<file path="src/rtl/sys_timer_pkg.sv">
package sys_timer_pkg;

    localparam int REG_AW = 3;
    localparam int REG_DW = 32;

    typedef enum logic [REG_AW-1:0] {
        ADDR_RATE   = 3'd0,
        ADDR_CTRL   = 3'd1,
        ADDR_DELTA  = 3'd2,
        ADDR_CNT_LO = 3'd3,
        ADDR_CNT_HI = 3'd4
    } reg_addr_e;

    localparam int CTRL_EN_BIT   = 0;
    localparam int CTRL_MASK_BIT = 1;
    localparam int CTRL_STAT_BIT = 2;

endpackage

</file>
<file path="src/rtl/sys_timer_counter.sv">
module sys_timer_counter #(
    parameter int          CNT_W    = 64,
    parameter logic [63:0] CNT_INIT = 64'd0
) (
    input  logic             clk,
    input  logic             rst_n,
    input  logic             tick_en,
    output logic [CNT_W-1:0] count_o
);

    typedef struct packed {
        logic [CNT_W-1:0] count;
    } cnt_state_t;

    cnt_state_t state_d, state_q;

    always_comb begin
        state_d = state_q;
        if (tick_en) begin
            state_d.count = state_q.count + {{(CNT_W-1){1'b0}}, 1'b1};
        end
    end

    always_ff @(posedge clk) begin
        if (!rst_n) begin
            state_q.count <= CNT_INIT[CNT_W-1:0];
        end else begin
            state_q <= state_d;
        end
    end

    assign count_o = state_q.count;

    // a strobe moves the count by one
    a_r2_count_step: assert property (@(posedge clk) disable iff (!rst_n)
        tick_en |=> count_o == $past(count_o) + {{(CNT_W-1){1'b0}}, 1'b1});

    // no strobe, no movement
    a_r2_count_hold: assert property (@(posedge clk) disable iff (!rst_n)
        !tick_en |=> $stable(count_o));

endmodule

</file>
<file path="src/rtl/sys_timer_compare.sv">
module sys_timer_compare #(
    parameter int CNT_W = 64,
    parameter int DW    = 32
) (
    input  logic             clk,
    input  logic             rst_n,
    input  logic             tick_en,
    input  logic [CNT_W-1:0] count_i,
    input  logic             wr_delta_i,
    input  logic             wr_ctrl_i,
    input  logic [DW-1:0]    wdata_i,
    output logic             en_o,
    output logic             mask_o,
    output logic             met_o,
    output logic [DW-1:0]    remain_o
);

    import sys_timer_pkg::*;

    localparam int EXT_W = CNT_W - DW;

    typedef struct packed {
        logic [CNT_W-1:0] cmp;
        logic             en;
        logic             mask;
    } cmp_state_t;

    cmp_state_t state_d, state_q;
    logic [CNT_W-1:0] delta_ext;

    assign delta_ext = {{EXT_W{wdata_i[DW-1]}}, wdata_i};

    always_comb begin
        state_d = state_q;
        if (wr_delta_i) begin
            state_d.cmp = count_i + delta_ext;
        end
        if (wr_ctrl_i) begin
            state_d.en   = wdata_i[CTRL_EN_BIT];
            state_d.mask = wdata_i[CTRL_MASK_BIT];
        end
    end

    always_ff @(posedge clk) begin
        if (!rst_n) begin
            state_q.cmp  <= '0;
            state_q.en   <= 1'b0;
            state_q.mask <= 1'b0;
        end else begin
            state_q <= state_d;
        end
    end

    assign en_o     = state_q.en;
    assign mask_o   = state_q.mask;
    assign met_o    = state_q.en && (count_i >= state_q.cmp);
    assign remain_o = state_q.cmp[DW-1:0] - count_i[DW-1:0];

    // a disabled timer never reports a met condition
    a_r8_disabled_quiet: assert property (@(posedge clk) disable iff (!rst_n)
        !en_o |-> !met_o);

    // once met, a later tick short of wrap keeps it met when nothing is written
    a_r3_met_persists: assert property (@(posedge clk) disable iff (!rst_n)
        (met_o && tick_en && !wr_delta_i && !wr_ctrl_i && !(&count_i)) |=> met_o);

endmodule

</file>
<file path="src/rtl/sys_timer_regs.sv">
module sys_timer_regs #(
    parameter int CNT_W   = 64,
    parameter int DW      = 32,
    parameter int RATE_HZ = 62_500_000
) (
    input  logic [2:0]       addr_i,
    input  logic             we_i,
    input  logic [CNT_W-1:0] count_i,
    input  logic             en_i,
    input  logic             mask_i,
    input  logic             met_i,
    input  logic [DW-1:0]    remain_i,
    output logic             wr_delta_o,
    output logic             wr_ctrl_o,
    output logic [DW-1:0]    rdata_o
);

    import sys_timer_pkg::*;

    localparam logic [DW-1:0] RATE_WORD = DW'(RATE_HZ);

    reg_addr_e sel;
    assign sel = reg_addr_e'(addr_i);

    assign wr_delta_o = we_i && (sel == ADDR_DELTA);
    assign wr_ctrl_o  = we_i && (sel == ADDR_CTRL);

    always_comb begin
        rdata_o = '0;
        case (sel)
            ADDR_RATE:   rdata_o = RATE_WORD;
            ADDR_CTRL: begin
                rdata_o[CTRL_EN_BIT]   = en_i;
                rdata_o[CTRL_MASK_BIT] = mask_i;
                rdata_o[CTRL_STAT_BIT] = met_i;
            end
            ADDR_DELTA:  rdata_o = remain_i;
            ADDR_CNT_LO: rdata_o = count_i[DW-1:0];
            ADDR_CNT_HI: rdata_o = count_i[DW +: DW];
            default:     rdata_o = '0;
        endcase
    end

endmodule

</file>
<file path="src/rtl/sys_timer.sv">
module sys_timer #(
    parameter int          CNT_W    = 64,
    parameter int          RATE_HZ  = 62_500_000,
    parameter logic [63:0] CNT_INIT = 64'd0
) (
    input  logic        clk,
    input  logic        rst_n,
    input  logic        tick_en,
    input  logic [2:0]  reg_addr,
    input  logic        reg_we,
    input  logic [31:0] reg_wdata,
    output logic [31:0] reg_rdata,
    output logic        irq_o
);

    localparam int DW = sys_timer_pkg::REG_DW;

    logic [CNT_W-1:0] count;
    logic             wr_delta, wr_ctrl;
    logic             en, mask, met;
    logic [DW-1:0]    remain;

    sys_timer_counter #(.CNT_W(CNT_W), .CNT_INIT(CNT_INIT)) u_counter (
        .clk     (clk),
        .rst_n   (rst_n),
        .tick_en (tick_en),
        .count_o (count)
    );

    sys_timer_regs #(.CNT_W(CNT_W), .DW(DW), .RATE_HZ(RATE_HZ)) u_regs (
        .addr_i     (reg_addr),
        .we_i       (reg_we),
        .count_i    (count),
        .en_i       (en),
        .mask_i     (mask),
        .met_i      (met),
        .remain_i   (remain),
        .wr_delta_o (wr_delta),
        .wr_ctrl_o  (wr_ctrl),
        .rdata_o    (reg_rdata)
    );

    sys_timer_compare #(.CNT_W(CNT_W), .DW(DW)) u_compare (
        .clk        (clk),
        .rst_n      (rst_n),
        .tick_en    (tick_en),
        .count_i    (count),
        .wr_delta_i (wr_delta),
        .wr_ctrl_i  (wr_ctrl),
        .wdata_i    (reg_wdata),
        .en_o       (en),
        .mask_o     (mask),
        .met_o      (met),
        .remain_o   (remain)
    );

    assign irq_o = en && met && !mask;

    // a set mask keeps the line low
    a_r5_mask_silences: assert property (@(posedge clk) disable iff (!rst_n)
        mask |-> !irq_o);

    // a raised line holds while nothing is written and the count moves on without wrap
    a_r6_level_holds: assert property (@(posedge clk) disable iff (!rst_n)
        (irq_o && !reg_we && !(&count)) |=> irq_o);

endmodule

</file>
<file path="config.mk">
export PLATFORM = sky130hd
export DESIGN_NAME = sys_timer
export DESIGN_NICKNAME = d
export VERILOG_FILES = /design/src/rtl/sys_timer_pkg.sv /design/src/rtl/sys_timer_counter.sv /design/src/rtl/sys_timer_compare.sv /design/src/rtl/sys_timer_regs.sv /design/src/rtl/sys_timer.sv
export SDC_FILE = /design/constraint.sdc
export NUM_CORES = 1
export LEC_CHECK = 0
export ABC_AREA = 0
export BUFFER_PORTS_ARGS = -buffer_cell sky130_fd_sc_hd__buf_2
export CAP_MARGIN = 10
export CELL_PAD_IN_SITES_DETAIL_PLACEMENT = 0
export CELL_PAD_IN_SITES_GLOBAL_PLACEMENT = 2
export CORE_MARGIN = 4
export CORE_UTILIZATION = 37
export CTS_BUF_LIST = sky130_fd_sc_hd__clkbuf_16
export DETAILED_ROUTE_END_ITERATION = 10
export GPL_ROUTABILITY_DRIVEN = 0
export GPL_TIMING_DRIVEN = 0
export HOLD_SLACK_MARGIN = 0.1
export PLACE_DENSITY_LB_ADDON = 0.2
export SKIP_CTS_REPAIR_TIMING = 1
export SLEW_MARGIN = 20
export SYNTH_ARGS = -nofsm -noshare
export SYNTH_HDL_FRONTEND = slang
export SYNTH_SLANG_ARGS = --single-unit
</file>
<file path="constraint.sdc">
create_clock -name clk -period 4.4 [get_ports clk]
set_clock_uncertainty 0.15 [all_clocks]
set_input_delay 0.88 -clock clk [delete_from_list [all_inputs] [get_ports clk]]
set_output_delay 0.88 -clock clk [all_outputs]
set_load 0.005 [all_outputs]
</file>
Yosys cells after proc, flatten, opt, wreduce, memory -nomap -nowiden
Cells that the tools add are included.

storage, ports and cells
  register bits after elaboration = 130
  bits of input ports = 39
  logic and storage cells = 21

operators by class
  add/sub/neg operators = 3
  order comparisons = 1
  eq/ne operators = 4
  mux-type cells = 2
  reductions and logical operators = 7

operators with widths
  kind                                                 number
  one-hot mux 29 bit (4 select lines)                  1
  adder 64 x 1 -> 64 bit, second input constant        1
  adder 64 bit                                         1
  >= comparator 64 bit                                 1
  subtractor 32 bit                                    1
  one-hot mux 3 bit (4 select lines)                   1
  equality test 3 x 2 -> 1 bit, second input constant  2
  logical AND 1 bit                                    5
  equality test 3 x 1 -> 1 bit, second input constant  1
  equality test 3 bit, second input constant           1
  zero test 3 bit                                      1
  zero test 1 bit                                      1

Depth between registers and ports, before layout
Gate-level depths: netlist of the first run.

  depth after elaboration = 4
  depth in mapped cells = 14

Modules after synthesis
A second synthesis of the first run with hierarchy kept.

second synthesis, totals
  cell total of the unflattened synthesis = 1741
  area total of the unflattened synthesis = 13371.6 µm²

by module, submodules not included
  module             instances  cells each  area an instance (µm²)
  sys_timer_compare  1          1264        9216.3
  sys_timer_counter  1          357         3129.3
  sys_timer_regs     1          119         1017.2
  sys_timer          1          1           8.8

Worst setup path before layout of the first run
No wires, ideal clock.

  path kind = register to output
  start point = register u_counter.count_o[0] (netlist name)
  end point = output reg_rdata[30]
  arrival time = 3.067 ns
  required time = 3.370 ns
  slack = 0.303 ns
  cell stages (with the launch flop) = 14
  path buffers = 0
  cells stage by stage = dfxtp_1 -> ha_1 -> inv_1 -> fa_1 -> a21o_1 -> a21oi_1 -> o21bai_1 -> a311o_1 -> a21oi_1 -> a21oi_1 -> a311oi_1 -> o41ai_1 -> xnor2_1 -> o21ai_0

between the ends
  cells in the longest elaborated chain, start to end = 2

ends and longest elaborated chain
  element                              line                     text
  subtractor 32 bit                    sys_timer_compare.sv:57  assign remain_o = state_q.cmp[DW-1:0] - count_i[DW-1:0];
  one-hot mux 29 bit (4 select lines)  sys_timer_regs.sv:30     case (sel)
  to (decl)                            sys_timer.sv:12          output logic [31:0] reg_rdata,

No other way between the ends.

Worst setup path in the final report of the first run
  start point = register u_counter.count_o[0] (netlist name)
  end point = output reg_rdata[26]

between the ends
  cells in the longest elaborated chain, start to end = 2

ends and longest elaborated chain
  element                              line
  subtractor 32 bit                    sys_timer_compare.sv:57
  one-hot mux 29 bit (4 select lines)  sys_timer_regs.sv:30

No other way between the ends.

==> results of run 1 <==
[per-stage QoR]
step	hold slack (ns)	TNS (ns)
final	0.298	-1.16
after detailed placement	0.293	-24.65
after CTS	0.301	-24.42
after floorplan	0.275	0
after global placement	0.288	-24.22
after global routing	0.327	-2.84
[critical path, stage by stage, from the launching register on]
cell	delay (ns)
dfxtp_4	0.40
ha_4	0.15
inv_2	0.04
fa_2	0.38
a21o_1	0.21
a21oi_4	0.17
o21bai_4	0.10
a311o_1	0.35
a21oi_4	0.26
a21oi_4	0.13
a311oi_4	0.39
or3_1	0.17
xor2_1	0.18
o21ai_1	0.11
buf_2	0.15
[area by class of cell]
type / count / area share, %
well taps: 442 / 3.79
clock inverters: 15 / 0.987
plain buffers: 68 / 1.84
repair buffers: 85 / 3.24
clock buffers: 17 / 2.92
flip-flops and latches: 130 / 18.3
inverters: 122 / 3.19
multi-input cells: 1360 / 65.8
[flip-flops by register name, indices dropped and copies added (netlist names)]
signal	flops
u_compare.mask_o	1
u_compare.state_q	64
u_compare.en_o	1
u_counter.count_o	64
[where the power goes]
group	total (uW)	switching [uW]	internal, uW
Combinational	859	500	358
Clock	1450	617	828
Sequential	1200	16.3	1190
Total	3510	1130	2370
[layout by cell type, fill, tap and decap left out, types with 64 or more instances in the layout]
master   count
nand2_1    189
a21oi_1    173
nor2_1     147
ha_1       140
buf_2       69
dfxtp_1    101
inv_1      116
xnor2_1     82
a21o_1      64
o21ai_0    100
[per-layer routing]
metal  GRT usage, %  part of all wire [%]
met5              0                 0.034
met4           5.69                   2.2
met3           3.68                   5.3
met2           41.0                    45
met1           35.6                    47
[how the worst max path moves through the flow]
stage	startpoint	end	slack, ns	depth (start not counted)
final	u_counter.count_o[0]	reg_rdata[26]	-0.28	14
after CTS	u_counter.count_o[1]	reg_rdata[30]	-1.22	13
after global placement	reg_addr[1]	reg_rdata[23]	-1.05	9
after detailed placement	reg_addr[1]	reg_rdata[15]	-1.06	9
after global routing	u_counter.count_o[0]	reg_rdata[26]	-0.37	14
after floorplan	u_counter.count_o[0]	reg_rdata[30]	0.30	13
[logic make-up after synthesis]
kind of cell    after synthesis  synth area share, %
mux                           7                0.567
fa+ha+maj                   161                 16.4
simple gates                549                 21.1
compound gates              505                 25.0
buf+inv                     197                 6.06
flops                       130                 21.1
xor+xnor                    138                 9.79
==> impl_metrics.py, run 1 <==
metrics = {
    "outcome": {
        "status": "finished with violations",
        "violations": "negative setup slack",
    },
    "sta": {
        "setup_viol": 13,
        "worstMarginPinSlew_ns": 1.17,
        "drv_slew": 0,
        "clock.fmax_mhz": 214,
        "min_period_ns": 4.68,
        "rsz0062_at_grt": "true",
        "max_slew_margin_pct": 22.0,
        "fin_crit_sh_pct": 106,
        "worst_slack_ns": -0.276,
        "hold_violations": 0,
    },
    "min_path": {
        "holdCritPathClass": "flop to flop",
        "hold_end": "u_compare.state_q[65]",
        "hold_path_depth": 2,
        "min-delay-start": "u_compare.state_q[65]",
    },
    "placement": {
        "numPortBuffers": 69,
        "placed_cell_area_mm2": 0.0132,
        "placedCellCount": 2198,
        "post-place-ws_ns": -1.06,
        "dp_hpwl_um": 37100,
    },
    "route": {
        "drtAntennaViolNets": 0,
        "drc_errors": 0,
        "vias": 12400,
        "drt_iter0_markers": 808,
        "totalWireLength_um": 47400,
        "drt_first_pass_iters": 5,
        "viasPerCell": 5.55,
        "wl_per_cell_um": 21.2,
    },
    "worst_setup_path": {
        "critPathArrivalTime_ns": 3.65,
        "regToRegStartpoint": "u_counter.count_o[1]",
        "cp-end-kind": "output port",
        "regToRegSetupSlack_ns": 0.31,
        "critPathLaunchType": "flop",
        "path_max_fanout": 7,
        "crit_required_ns": 3.37,
        "critical_path_class": "flop to output port",
        "r2r_cells": 13,
        "reg2reg_to": "u_compare.state_q[64]",
    },
    "synthesis": {
        "synth_edf_count": 0,
        "ys_top_cells_by_count": "a21oi_1, nand2_1, ha_1",
        "synth.cell_area_mm2": 0.0123,
        "ys_async_sr_fraction_pct": 0,
        "yosys.area.top_type": "dfxtp_1",
        "synth_cells": 1687,
        "ys_seq_elements": 130,
        "synth.distinct_cells": 78,
        "synth_warnings": 0,
        "synth_ff_type": "dfxtp_1",
        "synth_nets": 1887,
        "netlist.area_leader.share_pct": 21.1,
        "avgSynthCellArea_um2": 7.32,
        "synth.most_common_cell": "a21oi_1",
        "yosys-top-cells-area": "dfxtp_1, ha_1, a21oi_1",
        "yosysSeqAreaShare_pct": 21.1,
    },
    "finish": {
        "fin_util_pct": 44.6,
        "area_growth_pct": 18.0,
        "fillCellCount": 3449,
        "final_area_mm2": 0.0146,
        "multi_input_area_mm2": 0.00958,
        "stdcell_count": 2239,
        "nNetsFinal": 1984,
        "diodes": 0,
        "drive_gt1_share_pct": 14.8,
        "regArea_mm2": 0.00266,
    },
    "cts": {
        "clk_latency_ns": 0.44,
        "clkSlewWorstSetupHoldPaths_ns": 0.06,
        "cts_buffers": 17,
        "cts.sinks": 130,
        "htreeDepth": 4,
        "clock_path_buffers": 2,
        "cts_tree": "done",
        "cts_root_buf": "clkbuf_16",
    },
    "floorplanning": {
        "ioPinCount": 72,
        "fp-row-count": 66,
        "fp.coreArea_mm2": 0.0327,
        "dieArea_mm2": 0.0364,
        "initial_core_util_pct": 37.8,
        "chipWidth_um": 191,
        "die_height_um": 191,
    },
    "global_routing": {
        "track_usage_pct": 25.3,
        "grt_pass1_vias": 11500,
        "overflow": 0,
        "grt_max_degree": 34,
        "antenna_found_initial": 1,
        "grt_pass1_wl_um": 70300,
    },
    "pwr": {
        "power_density_mw_per_mm2": 241,
        "p_leak_uw": 0.00597,
        "ir_worst_vdd_uv": 266,
        "finalPower_uw": 3510,
    },
    "job": {
        "cap_violations": 0,
    },
}
Power figures use the tool's default switching activity.
==> inputs of run 2 (changes only) <==
--- a/config.mk
+++ b/config.mk
@@ -11,8 +11,9 @@
 export CELL_PAD_IN_SITES_DETAIL_PLACEMENT = 0
 export CELL_PAD_IN_SITES_GLOBAL_PLACEMENT = 2
 export CORE_MARGIN = 4
-export CORE_UTILIZATION = 37
+export CORE_UTILIZATION = 40
 export CTS_BUF_LIST = sky130_fd_sc_hd__clkbuf_16
+export CTS_CLUSTER_DIAMETER = 80
 export DETAILED_ROUTE_END_ITERATION = 10
 export GPL_ROUTABILITY_DRIVEN = 0
 export GPL_TIMING_DRIVEN = 0
==> constraint.sdc (replaced) <==
create_clock -name clk -period 5.5 [get_ports clk]
set_clock_uncertainty 0.15 [all_clocks]
set_input_delay 1.1 -clock clk [delete_from_list [all_inputs] [get_ports clk]]
set_output_delay 1.1 -clock clk [all_outputs]
set_load 0.005 [all_outputs]
==> impl_metrics.py, run 2 (synthesis gave the netlist of run 1 again) <==
metrics = {
    "outcome": {
        "status": "completed",
    },
    "sta": {
        "clock.fmax_mhz": 188,
        "max_slew_margin_pct": 27.2,
        "hold_violations": 0,
        "rsz0062_at_grt": "false",
        "setup_viol": 0,
        "setup_tns_ns": 0,
        "drv_slew": 0,
        "fin_crit_sh_pct": 96.6,
        "min_period_ns": 5.31,
        "worstMarginPinSlew_ns": 1.09,
    },
    "floorplanning": {
        "initial_core_util_pct": 40.5,
        "ioPinCount": 72,
        "dieArea_mm2": 0.0337,
        "chipWidth_um": 184,
        "fp-row-count": 64,
        "fp.coreArea_mm2": 0.0305,
        "die_height_um": 184,
    },
    "placement": {
        "numPortBuffers": 69,
        "dp_hpwl_um": 36500,
        "placedCellCount": 2152,
    },
    "pwr": {
        "power_density_mw_per_mm2": 192,
        "ir_worst_vdd_uv": 189,
        "p_leak_uw": 0.00579,
        "finalPower_uw": 2660,
    },
    "worst_setup_path": {
        "critPathLaunchType": "input port",
        "path_common_cell": "clkbuf_1",
        "crit_required_ns": 4.25,
        "regToRegSetupSlack_ns": 1.01,
        "path_max_fanout": 10,
        "critPathArrivalTime_ns": 4.06,
        "reg2reg_to": "u_compare.state_q[44]",
        "critical_path_class": "input port to output port",
        "regToRegStartpoint": "u_counter.count_o[0]",
        "path_cells": "clkbuf_1 > clkinv_1 > nor2_4 > and2_1 > clkbuf_1 > clkbuf_2 > nand2_1 > o21ai_0 > buf_2",
        "cp-end-kind": "output port",
        "cp_slowest_stage_delay_ns": 0.52,
        "cp-startpoint": "reg_addr[1]",
        "r2r_cells": 13,
        "slowest_stage": "clkinv_1",
    },
    "finish": {
        "mostFrequentLayoutCell": "nand2_1",
        "drive_gt1_share_pct": 7.89,
        "stdcell_count": 2183,
        "area_growth_pct": 11.9,
        "nNetsFinal": 1974,
        "diodes": 0,
        "fillCellCount": 3268,
        "final_cell_mix": "nand2_1, a21oi_1, ha_1",
    },
    "cts": {
        "clock_path_buffers": 2,
        "cts.sinks": 130,
        "cts_tree": "done",
        "clkSlewWorstSetupHoldPaths_ns": 0.07,
        "htreeDepth": 4,
        "clk_latency_ns": 0.44,
        "cts_root_buf": "clkbuf_16",
        "cts_buffers": 17,
    },
    "route": {
        "drtAntennaViolNets": 0,
        "wl_per_cell_um": 20.8,
        "drt_iter0_markers": 881,
        "drc_errors": 0,
        "vias": 12200,
        "drt_first_pass_iters": 5,
        "totalWireLength_um": 45400,
        "viasPerCell": 5.59,
    },
    "global_routing": {
        "antenna_found_initial": 2,
        "track_usage_pct": 26.8,
        "grt_pass1_wl_um": 69400,
        "grt_pass1_vias": 11800,
        "grt_max_degree": 34,
        "overflow": 0,
    },
    "min_path": {
        "hold_end": "u_compare.state_q[41]",
        "min-delay-start": "u_compare.state_q[41]",
        "holdCritPathClass": "flop to flop",
        "hold_path_depth": 2,
    },
    "job": {
        "cap_violations": 0,
    },
}
-- run 2: where the power goes --
part | internal (uW) | switching (uW)
Combinational | 214 | 361
Clock | 653 | 462
Sequential | 955 | 13.0
Total | 1820 | 836
-- run 2: cell type report --
| class | instances | area, um2 | area share [%] |
|---|---|---|---|
| inverters | 122 | 458 | 3.31 |
| well taps | 396 | 495 | 3.58 |
| multi-input cells | 1360 | 9070 | 65.7 |
| plain buffers | 74 | 288 | 2.08 |
| clock inverters | 15 | 128 | 0.923 |
| repair buffers | 69 | 345 | 2.50 |
| clock buffers | 17 | 425 | 3.08 |
| flip-flops and latches | 130 | 2610 | 18.9 |
-- run 2: metal layers --
| metal | track usage, % | up-vias | part of all wire [%] |
|---|---|---|---|
| li1 | - | 6130 | - |
| met3 | 4.08 | 57 | 4.9 |
| met1 | 37.3 | 5728 | 47 |
| met5 | 0 | - | 0.040 |
| met2 | 43.0 | 287 | 45 |
| met4 | 8.19 | 4 | 2.7 |
-- run 2: critical path: cells and delay by family --
family	cells	cell delay (ns)
AOI/OAI and AO/OA	1	0.14
and+or+nand+nor	3	0.76
buffers and inverters	5	2.04
-- run 2: worst max-delay path by stage --
| stage | slack (ns) | endpoint |
|---|---|---|
| 4_1_cts | -0.43 | reg_rdata[15] |
| 5_1_grt | 0.006 | reg_rdata[25] |
| 3_5_place_dp | -0.39 | reg_rdata[15] |
| 3_3_place_gp | -0.35 | reg_rdata[24] |
| 2_1_floorplan | 1.18 | reg_rdata[30] |
| 6_report | 0.19 | reg_rdata[23] |
-- run 2: metrics by stage --
step / worst slack, ns / cell area (um2) / hold slack [ns] / util (%)
after floorplan: 1.18 / 12300 / 0.275 / -
after global placement: -0.347 / 13200 / 0.286 / 43.2
after detailed placement: -0.392 / 13200 / 0.293 / 43.2
after CTS: -0.429 / 13700 / 0.303 / 45.0
after global routing: 0.00641 / 13800 / 0.319 / 45.3
final: 0.187 / 13800 / 0.302 / 45.3
